[src/rtl/ide_bridge_pkg.sv]
package ide_bridge_pkg;

    typedef enum logic [1:0] {
        CORE_DATA16   = 2'd0,
        CORE_DATA32   = 2'd1,
        CORE_TASKFILE = 2'd2,
        CORE_CTRL     = 2'd3
    } core_kind_e;

    typedef enum logic [1:0] {
        SEL_NONE   = 2'd0,
        SEL_CORE   = 2'd1,
        SEL_TIMING = 2'd2,
        SEL_IRQ    = 2'd3
    } sel_e;

    typedef enum logic [1:0] {
        FMT_BYTE = 2'd0,
        FMT_HALF = 2'd1,
        FMT_WORD = 2'd2
    } fmt_e;

    typedef struct packed {
        sel_e       sel;
        core_kind_e kind;
        fmt_e       fmt;
        logic [2:0] reg_idx;
    } decode_t;

endpackage

[src/rtl/ide_slot_decode.sv]
module ide_slot_decode
    import ide_bridge_pkg::*;
#(
    parameter int ADDR_W      = 12,
    parameter int SLOT_SHIFT  = 4,
    parameter int TASK_FIRST  = 1,
    parameter int TASK_LAST   = 7,
    parameter int ALT_SLOT_A  = 8'h08,
    parameter int ALT_SLOT_B  = 8'h16,
    parameter int TIMING_SLOT = 8'h20,
    parameter int IRQ_SLOT    = 8'h30
) (
    input  logic [ADDR_W-1:0] addr,
    input  logic [2:0]        bytes,
    input  logic              write,
    output decode_t           dec
);
    localparam int SLOT_W = ADDR_W - SLOT_SHIFT;

    logic [SLOT_W-1:0] slot;
    logic              is_b, is_h, is_w;

    assign slot = addr[ADDR_W-1:SLOT_SHIFT];
    assign is_b = (bytes == 3'd1);
    assign is_h = (bytes == 3'd2);
    assign is_w = (bytes == 3'd4);

    always_comb begin
        dec         = '0;
        dec.sel     = SEL_NONE;
        dec.kind    = CORE_DATA16;
        dec.fmt     = FMT_WORD;
        dec.reg_idx = 3'd0;
        if (slot == '0) begin
            if (is_b && !write) begin
                dec.sel  = SEL_CORE;
                dec.kind = CORE_DATA16;
                dec.fmt  = FMT_BYTE;
            end else if (is_h) begin
                dec.sel  = SEL_CORE;
                dec.kind = CORE_DATA16;
                dec.fmt  = FMT_HALF;
            end else if (is_w) begin
                dec.sel  = SEL_CORE;
                dec.kind = CORE_DATA32;
                dec.fmt  = FMT_WORD;
            end
        end else if (int'(slot) >= TASK_FIRST && int'(slot) <= TASK_LAST) begin
            if (is_b) begin
                dec.sel     = SEL_CORE;
                dec.kind    = CORE_TASKFILE;
                dec.fmt     = FMT_BYTE;
                dec.reg_idx = slot[2:0];
            end
        end else if (int'(slot) == ALT_SLOT_A || int'(slot) == ALT_SLOT_B) begin
            if (is_b) begin
                dec.sel  = SEL_CORE;
                dec.kind = CORE_CTRL;
                dec.fmt  = FMT_BYTE;
            end
        end else if (int'(slot) == TIMING_SLOT) begin
            if (is_w) dec.sel = SEL_TIMING;
        end else if (int'(slot) == IRQ_SLOT) begin
            if (is_w) dec.sel = SEL_IRQ;
        end
    end

endmodule

[src/rtl/ide_irq_state.sv]
module ide_irq_state #(
    parameter int WORD_W   = 32,
    parameter int DMA_BIT  = 31,
    parameter int DISK_BIT = 30
) (
    input  logic              clk,
    input  logic              rst_n,
    input  logic              dma_in,
    input  logic              disk_in,
    input  logic              clr_dma,
    output logic [WORD_W-1:0] state_o
);
    typedef struct packed {
        logic dma;
        logic disk;
        logic dma_prev;
    } irq_st_t;

    irq_st_t st_d, st_q;

    always_comb begin
        st_d          = st_q;
        st_d.dma_prev = dma_in;
        st_d.disk     = disk_in;
        if (dma_in && !st_q.dma_prev) begin
            st_d.dma = 1'b1;
        end else if (!dma_in && st_q.dma_prev) begin
            st_d.dma = 1'b0;
        end else if (clr_dma) begin
            st_d.dma = 1'b0;
        end
    end

    always_ff @(posedge clk or negedge rst_n) begin
        if (!rst_n) st_q <= '0;
        else        st_q <= st_d;
    end

    always_comb begin
        state_o           = '0;
        state_o[DMA_BIT]  = st_q.dma;
        state_o[DISK_BIT] = st_q.disk;
    end

    // a rising DMA level sets the latched bit on the next edge
    assert_dma_rise_sets_R7: assert property (@(posedge clk) disable iff (!rst_n)
        $rose(dma_in) |=> state_o[DMA_BIT]);

    // the disk bit tracks the disk level one edge late
    assert_disk_follow_R7: assert property (@(posedge clk) disable iff (!rst_n)
        $fell(disk_in) |=> !state_o[DISK_BIT]);

    // software clear wins unless a new DMA edge arrives together with it
    assert_clear_dma_R8: assert property (@(posedge clk) disable iff (!rst_n)
        (clr_dma && !$rose(dma_in)) |=> !state_o[DMA_BIT]);

endmodule

[src/rtl/ide_mmio_bridge.sv]
module ide_mmio_bridge
    import ide_bridge_pkg::*;
#(
    parameter int ADDR_W      = 12,
    parameter int DATA_W      = 32,
    parameter int SLOT_SHIFT  = 4,
    parameter int TIMING_SLOT = 8'h20,
    parameter int IRQ_SLOT    = 8'h30,
    parameter int DMA_BIT     = 31,
    parameter int DISK_BIT    = 30
) (
    input  logic              clk,
    input  logic              rst_n,
    input  logic              req_valid,
    input  logic              req_write,
    input  logic [ADDR_W-1:0] req_addr,
    input  logic [2:0]        req_bytes,
    input  logic [DATA_W-1:0] req_wdata,
    output logic              rsp_valid,
    output logic [DATA_W-1:0] rsp_rdata,
    output logic              core_rd,
    output logic              core_wr,
    output logic [1:0]        core_kind,
    output logic [2:0]        core_reg,
    output logic [DATA_W-1:0] core_wdata,
    input  logic [DATA_W-1:0] core_rdata,
    input  logic              dma_irq_in,
    input  logic              disk_irq_in,
    output logic              dma_irq_out,
    output logic              disk_irq_out
);
    localparam logic [DATA_W-1:0] MISS_VALUE = '1;
    localparam int                HALF_W     = DATA_W / 2;

    typedef struct packed {
        logic [DATA_W-1:0] timing;
        logic              rsp_valid;
        logic [DATA_W-1:0] rdata;
    } top_st_t;

    top_st_t           st_d, st_q;
    decode_t           dec;
    logic              irq_clr;
    logic [DATA_W-1:0] irq_word;

    ide_slot_decode #(
        .ADDR_W      (ADDR_W),
        .SLOT_SHIFT  (SLOT_SHIFT),
        .TIMING_SLOT (TIMING_SLOT),
        .IRQ_SLOT    (IRQ_SLOT)
    ) u_decode (
        .addr  (req_addr),
        .bytes (req_bytes),
        .write (req_write),
        .dec   (dec)
    );

    ide_irq_state #(
        .WORD_W   (DATA_W),
        .DMA_BIT  (DMA_BIT),
        .DISK_BIT (DISK_BIT)
    ) u_irq (
        .clk     (clk),
        .rst_n   (rst_n),
        .dma_in  (dma_irq_in),
        .disk_in (disk_irq_in),
        .clr_dma (irq_clr),
        .state_o (irq_word)
    );

    assign dma_irq_out  = dma_irq_in;
    assign disk_irq_out = disk_irq_in;

    assign core_rd   = req_valid && !req_write && (dec.sel == SEL_CORE);
    assign core_wr   = req_valid &&  req_write && (dec.sel == SEL_CORE);
    assign core_kind = dec.kind;
    assign core_reg  = dec.reg_idx;

    always_comb begin
        case (dec.fmt)
            FMT_BYTE: core_wdata = {{(DATA_W-8){1'b0}}, req_wdata[7:0]};
            FMT_HALF: core_wdata = {{(DATA_W-HALF_W){1'b0}}, req_wdata[HALF_W-1:0]};
            default:  core_wdata = req_wdata;
        endcase
    end

    always_comb begin
        st_d           = st_q;
        st_d.rsp_valid = 1'b0;
        irq_clr        = 1'b0;
        if (req_valid) begin
            if (req_write) begin
                if (dec.sel == SEL_TIMING) st_d.timing = req_wdata;
                if (dec.sel == SEL_IRQ && req_wdata[DMA_BIT]) irq_clr = 1'b1;
            end else begin
                st_d.rsp_valid = 1'b1;
                case (dec.sel)
                    SEL_CORE: begin
                        case (dec.fmt)
                            FMT_BYTE: st_d.rdata = {{(DATA_W-8){1'b0}}, core_rdata[7:0]};
                            FMT_HALF: st_d.rdata = {{(DATA_W-HALF_W){1'b0}}, core_rdata[HALF_W-1:0]};
                            default:  st_d.rdata = core_rdata;
                        endcase
                    end
                    SEL_TIMING: st_d.rdata = st_q.timing;
                    SEL_IRQ:    st_d.rdata = irq_word;
                    default:    st_d.rdata = MISS_VALUE;
                endcase
            end
        end
    end

    always_ff @(posedge clk or negedge rst_n) begin
        if (!rst_n) st_q <= '0;
        else        st_q <= st_d;
    end

    assign rsp_valid = st_q.rsp_valid;
    assign rsp_rdata = st_q.rdata;

    // every read gets its response on the next edge
    assert_rsp_next_R13: assert property (@(posedge clk) disable iff (!rst_n)
        (req_valid && !req_write) |=> rsp_valid);

    // rejected reads answer with all ones
    assert_miss_value_R9: assert property (@(posedge clk) disable iff (!rst_n)
        (req_valid && !req_write && dec.sel == SEL_NONE) |=> (rsp_rdata == MISS_VALUE));

    // the timing word moves only on a legal timing write
    assert_timing_hold_R6: assert property (@(posedge clk) disable iff (!rst_n)
        !(req_valid && req_write && dec.sel == SEL_TIMING) |=> $stable(st_q.timing));

    // a core strobe never appears for an undecodable width
    assert_strobe_width_R10: assert property (@(posedge clk) disable iff (!rst_n)
        (core_rd || core_wr) |-> (req_bytes == 3'd1 || req_bytes == 3'd2 || req_bytes == 3'd4));

endmodule

[config.mk]
export PLATFORM = sky130hd
export DESIGN_NAME = ide_mmio_bridge
export DESIGN_NICKNAME = d
export VERILOG_FILES = /design/src/rtl/ide_bridge_pkg.sv /design/src/rtl/ide_slot_decode.sv /design/src/rtl/ide_irq_state.sv /design/src/rtl/ide_mmio_bridge.sv
export SDC_FILE = /design/constraint.sdc
export NUM_CORES = 1
export LEC_CHECK = 0
export BUFFER_PORTS_ARGS = -buffer_cell sky130_fd_sc_hd__buf_2
export CORE_MARGIN = 2
export CORE_UTILIZATION = 52
export DETAILED_ROUTE_END_ITERATION = 8
export GPL_ROUTABILITY_DRIVEN = 0
export GPL_TIMING_DRIVEN = 0
export PLACE_DENSITY = 0.95
export SYNTH_ARGS = -nofsm -noshare
export SYNTH_HDL_FRONTEND = slang
export SYNTH_SLANG_ARGS = --single-unit
[constraint.sdc]
create_clock -name clk -period 3.7 [get_ports clk]
set_input_delay 0.74 -clock clk [delete_from_list [all_inputs] [get_ports clk]]
set_output_delay 0.74 -clock clk [all_outputs]
set_load 0.01 [all_outputs]
---- Yosys cells after proc, flatten, opt, wreduce, memory -nomap -nowiden ----
Cells that the tools add are included.
operators by class
  bitwise operators ....................... 1
  magnitude comparators ................... 2
  eq/ne operators ......................... 11
  mux-type cells .......................... 26
  reductions and logical operators ........ 18
operators by type and width
  kind                count
  $pmux 32 s2         2
  $pmux 32 s3         1
  $mux 33             2
  $mux 6              4
  $eq 8x7->1 const B  2
  $mux 2              5
  $mux 5              2
  $logic_and 1x1->1   9
  $eq 8x5->1 const B  1
  $eq 8x6->1 const B  1
  $ge 8x1->1 const B  1
  $le 8x3->1 const B  1
  $logic_not 8->1     1
  $mux 8              1
  $mux 1              6
  $mux 3              2
  $eq 2x1->1 const B  2
  $eq 2x2->1 const B  2
  $mux 4              1
  $eq 3x1->1 const B  1
  $eq 3x2->1 const B  1
  $eq 3x3->1 const B  1
  $logic_not 1->1     3
  $reduce_and 3->1    1
  other kinds (5)     5
storage, ports and cells
  bits in registers ....................... 68
  input bits .............................. 85
  output and inout port bits .............. 74
  logic and storage cells ................. 64

---- Logic depth before layout (Yosys ltp) ----
  word-level depth ........................ 15
  depth in mapped cells ................... 7
  mapped depth without buffers ............ 5

---- Modules after synthesis ----
Synthesis repeated with hierarchy kept, for this count alone.
second synthesis, totals
  cell total of the unflattened synthesis .. 438
  area total of the unflattened synthesis .. 4354.2 µm²
modules (own cells, without submodules)
  module           times used  area each (µm²)  cells each  sequential area each (µm²)
  ide_mmio_bridge  1           3732.3           358         1626.6
  ide_irq_state    1           356.6            40          75.1
  ide_slot_decode  1           265.3            40          0.0

---- Least setup slack after synthesis ----
Ideal clock, no wire load.
  path type ............................... input to output
  start point ............................. input port req_addr[10]
  end point ............................... output port core_rd
  path buffers ............................ 2
  stages .................................. 6
  required time ........................... 2960 ps
  slack ................................... 899 ps
  arrival time ............................ 2061 ps
  cell sequence ........................... nor4_4 nand3b_1 o32a_4 buf_6 buf_6 a211oi_2
on the way
  cells in the longest elaborated chain, start to end .. 8
  elaborated cells between the ends (all ways) .. 16
  classes of those cells .................. order compare (2); eq/ne (5); mux (5); reduce/logical (4)
RTL lines
  item                 line                   RTL
  start, declared      ide_mmio_bridge.sv:16  input logic [ADDR_W-1:0] req_addr,
  $eq 8x7->1           ide_slot_decode.sv:63  end else if (int'(slot) == IRQ_SLOT) begin
  $mux 2               ide_slot_decode.sv:63
  $mux 2               ide_slot_decode.sv:61  end else if (int'(slot) == TIMING_SLOT) begin
  $mux 2               ide_slot_decode.sv:55  end else if (int'(slot) == ALT_SLOT_A || int'(slot) == ALT_SLOT_B) begin
  $mux 6               ide_slot_decode.sv:48  end else if (int'(slot) >= TASK_FIRST && int'(slot) <= TASK_LAST) begin
  $mux 6 *             ide_slot_decode.sv:34  if (slot == '0) begin
  $eq 2x1->1 *         ide_mmio_bridge.sv:74  assign core_rd = req_valid && !req_write && (dec.sel == SEL_CORE);
  $logic_and 1x1->1 *  ide_mmio_bridge.sv:74
  end, declared        ide_mmio_bridge.sv:21  output logic core_rd,
Mark *: on every way between the ends. The rest lies on a longest branch, timed or not.

---- Worst setup path in the final report ----
  start point ............................. input port req_addr[7]
  end point ............................... output port core_wdata[9]
on the way
  cells in the longest elaborated chain, start to end .. 7
  elaborated cells between the ends (all ways) .. 13
  classes of those cells .................. order compare (2); eq/ne (3); mux (4); reduce/logical (4)
RTL lines
  item                                                  line                   RTL
  branches (longest 4 deep; another with $ge 8x1->1)    -
  $mux 6 *                                              ide_slot_decode.sv:34
  $eq 2x1->1 / $logic_not 2->1 (equally long branches)  ide_mmio_bridge.sv:80  case (dec.fmt)
  $pmux 32 s2 *                                         ide_mmio_bridge.sv:80
  end, declared                                         ide_mmio_bridge.sv:25  output logic [DATA_W-1:0] core_wdata,
Every way passes the cells marked *.

==> results by group <==
Run status
  • Status: finished clean

STA
  • Hold Fails Final Rpt: 0
  • RSZ-0062 raised after global routing: no
  • Post-route minimum period: 3267 ps
  • Setup TNS: 0 ps
  • Worst-margin pin slew: 849.1 ps
  • Final worst-path cycle share: 88.29%
  • Hold_ws: 482.8 ps
  • Slew Viols, Final: 0
  • Final setup fails: 0
  • Clock Skew: 5.044 ps
  • Slew margin rel.: 43.40%
  • Fmax achieved: 306.1 MHz

Placed design
  • Port buffer count: 154
  • Placed cells: 611
  • Dpl hpwl: 7485 um

Detailed routing
  • Routed Antenna Nets: 0
  • Drt initial violations: 175
  • Post-DR wirelength/cell: 16.08 um
  • Router iterations before antenna repair: 4
  • Via count: 3,378
  • Final WL: 10,080 um
  • DRC: 0
  • Via/cell ratio: 5.388

Global routing
  • Antenna violations before repair: 0
  • Vias in the first global route: 3,366
  • Total GRT Usage: 25.87%
  • Pin count of the biggest net entering global routing: 69
  • GR Overflow Total: 0
  • First-pass GRT wire length: 15,300 um

Clock network
  • Clock buffer count from CTS: 9
  • Clock transition at path regs: 70 ps
  • Max Buffers Root-to-Sink: 2
  • Root Driver: clkbuf_8
  • Post-CTS sizing: 0
  • CTS tree: yes
  • Setup bufs post-CTS: 0
  • H-tree depth: 3
  • Clock sinks: 68
  • Hold-fix buffer count after cts: 0
  • Clk_lat worst skew: 340 ps

Cells and area
  • Fillers: 514
  • Commonest cells after routing, fill and taps aside: buf_2, dfrtp_1, buf_4
  • Post-layout nets: 611
  • Final Core Density: 70.22%
  • Final Non-Filler Cells: 627
  • # diodes: 0
  • Multi-input logic area: 0.001574 mm2
  • Most common cell after layout, fill and taps aside: buf_2
  • FF/Latch Area: 0.001702 mm2
  • Syn-to-layout area delta: 29.41%
  • Share of cells above drive strength 1: 45.57%

Power and ir drop
  • Leakage power: 2.407 nW
  • Power Density: 354.3 mW/mm2
  • Max VDD drop: 0.2120 mV

Job
  • MaxCap Viol Count: 0

Critical path
  • Worst path arrival time: 2530 ps
  • Worst setup SP type: input pin
  • WP data required: 2960 ps
  • Worst-path fanout max: 8
  • CP Capture Type: output pin
  • Setup Crit Path Kind: input pin to output pin

Die
  • Initial core utilization: 54.26%
  • Core area: 0.006869 mm2
  • Die extent in x: 88.67 um
  • Std cell rows: 30
  • Die area: 0.007861 mm2
  • Die height: 88.67 um
  • Ports: 159

Synthesis
  • Yosys cell types: 42
  • Post-Syn Area: 0.003727 mm2
  • Synth Flop Type: dfrtp_1
  • Synth async-reset ratio: 100.0%
  • Net Count, Synth: 446
  • Synth warnings: 0
  • Sequential share of the synthesized area: 45.65%
  • Mean area per synthesized cell: 10.33 um2
  • EDFF count, synth: 0
  • Yosys reg bits: 68
  • Syn Inst Count: 361

Min path
  • HP Class: flop to flop
cell type report:
cell class                      count  area share (%)
Buffer                             65           9.131
Clock buffer                       12           3.217
Clock inverter                      4          0.9857
Inverter                            3          0.2335
Multi-Input combinational cell    225           32.63
Sequential cell                    68           35.28
Tap cell                           96           2.490
Timing Repair Buffer              154           16.03
cell families after synthesis:
logic type / Yosys count / share of synthesized area, %
AND/OR/NAND/NOR: 107 / 17.29
AO/OA/AOI/OAI: 85 / 15.04
flip-flops: 68 / 45.65
buffers and inverters: 68 / 12.12
multiplexers: 32 / 9.668
XOR/XNOR: 1 / 0.2350
worst paths after layout:
path                             start       endpoint  slack, ps  cells after the start
min in group asynchronous        rst_n   rsp_rdata[1]        500                      1
hold reg to reg               st_q[35]       st_q[35]        480                      1
setup / recovery           req_addr[7]  core_wdata[9]        430                      7
setup reg to reg              st_q[63]  rsp_rdata[30]       2680                      4
hold / removal                st_q[35]       st_q[35]        480                      1
max in group asynchronous        rst_n       st_q[62]       2650                      1
Yosys cell counts (2+ instances only):
master	n	area (um2)
dfrtp_1	68	1702
buf_4	46	345.3
nand2_1	36	135.1
mux2_1	28	315.3
and2_1	24	150.1
o22ai_1	22	137.6
a21oi_1	21	105.1
o21ai_0	16	80.08
nand2b_1	12	75.07
clkbuf_1	10	37.54
o2111ai_1	8	70.07
o211ai_1	8	60.06
buf_2	7	35.03
nand3_1	6	30.03
and3_1	4	25.02
mux2_2	4	45.04
nor2_1	4	15.01
nor3_1	3	15.01
nor3b_1	3	22.52
o31ai_1	3	22.52
a211oi_2	2	25.02
a31oi_1	2	12.51
buf_6	2	22.52
inv_1	2	7.510
nor3_2	2	20.02
nor3_4	2	32.53
power breakdown:
part	leakage (nW)	total [mW]	switching [mW]	internal (mW)
Clock	0.102	0.622	0.276	0.346
Combinational	1.48	0.290	0.147	0.143
Sequential	0.827	0.797	0.0189	0.778
critical path, stage by stage:
cell and delay [ps]:
buf_2 140, nor2_1 300, nand3_1 170, nor3b_1 560, or2_4 280, and2_1 170, buf_2 160
sequential cells by signal, indices dropped and copies added (netlist names):
register and flops:
st_q 32, u_irq.state_o 2, u_irq.st_q 1, rsp_rdata 32, rsp_valid 1
routing by layer:
metal	share of wire (%)	track usage, %	vias to the layer above
met5	0	0	-
met4	5.8	18.32	0
met3	5.8	3.825	48
met2	51	43.62	151
met1	38	30.05	1604
li1	-	-	1575
per-stage QoR:
stage,setup WS (ps),power (mW),area (um2)
after detailed placement,522.4,1.099,4621
after global placement,578.7,1.086,4618
after floorplan,898.9,0.9572,3727
final,433.3,1.709,4823
after CTS,480.1,1.715,4823
after global routing,346.4,1.774,4823
(Power assumes the default switching activity.)
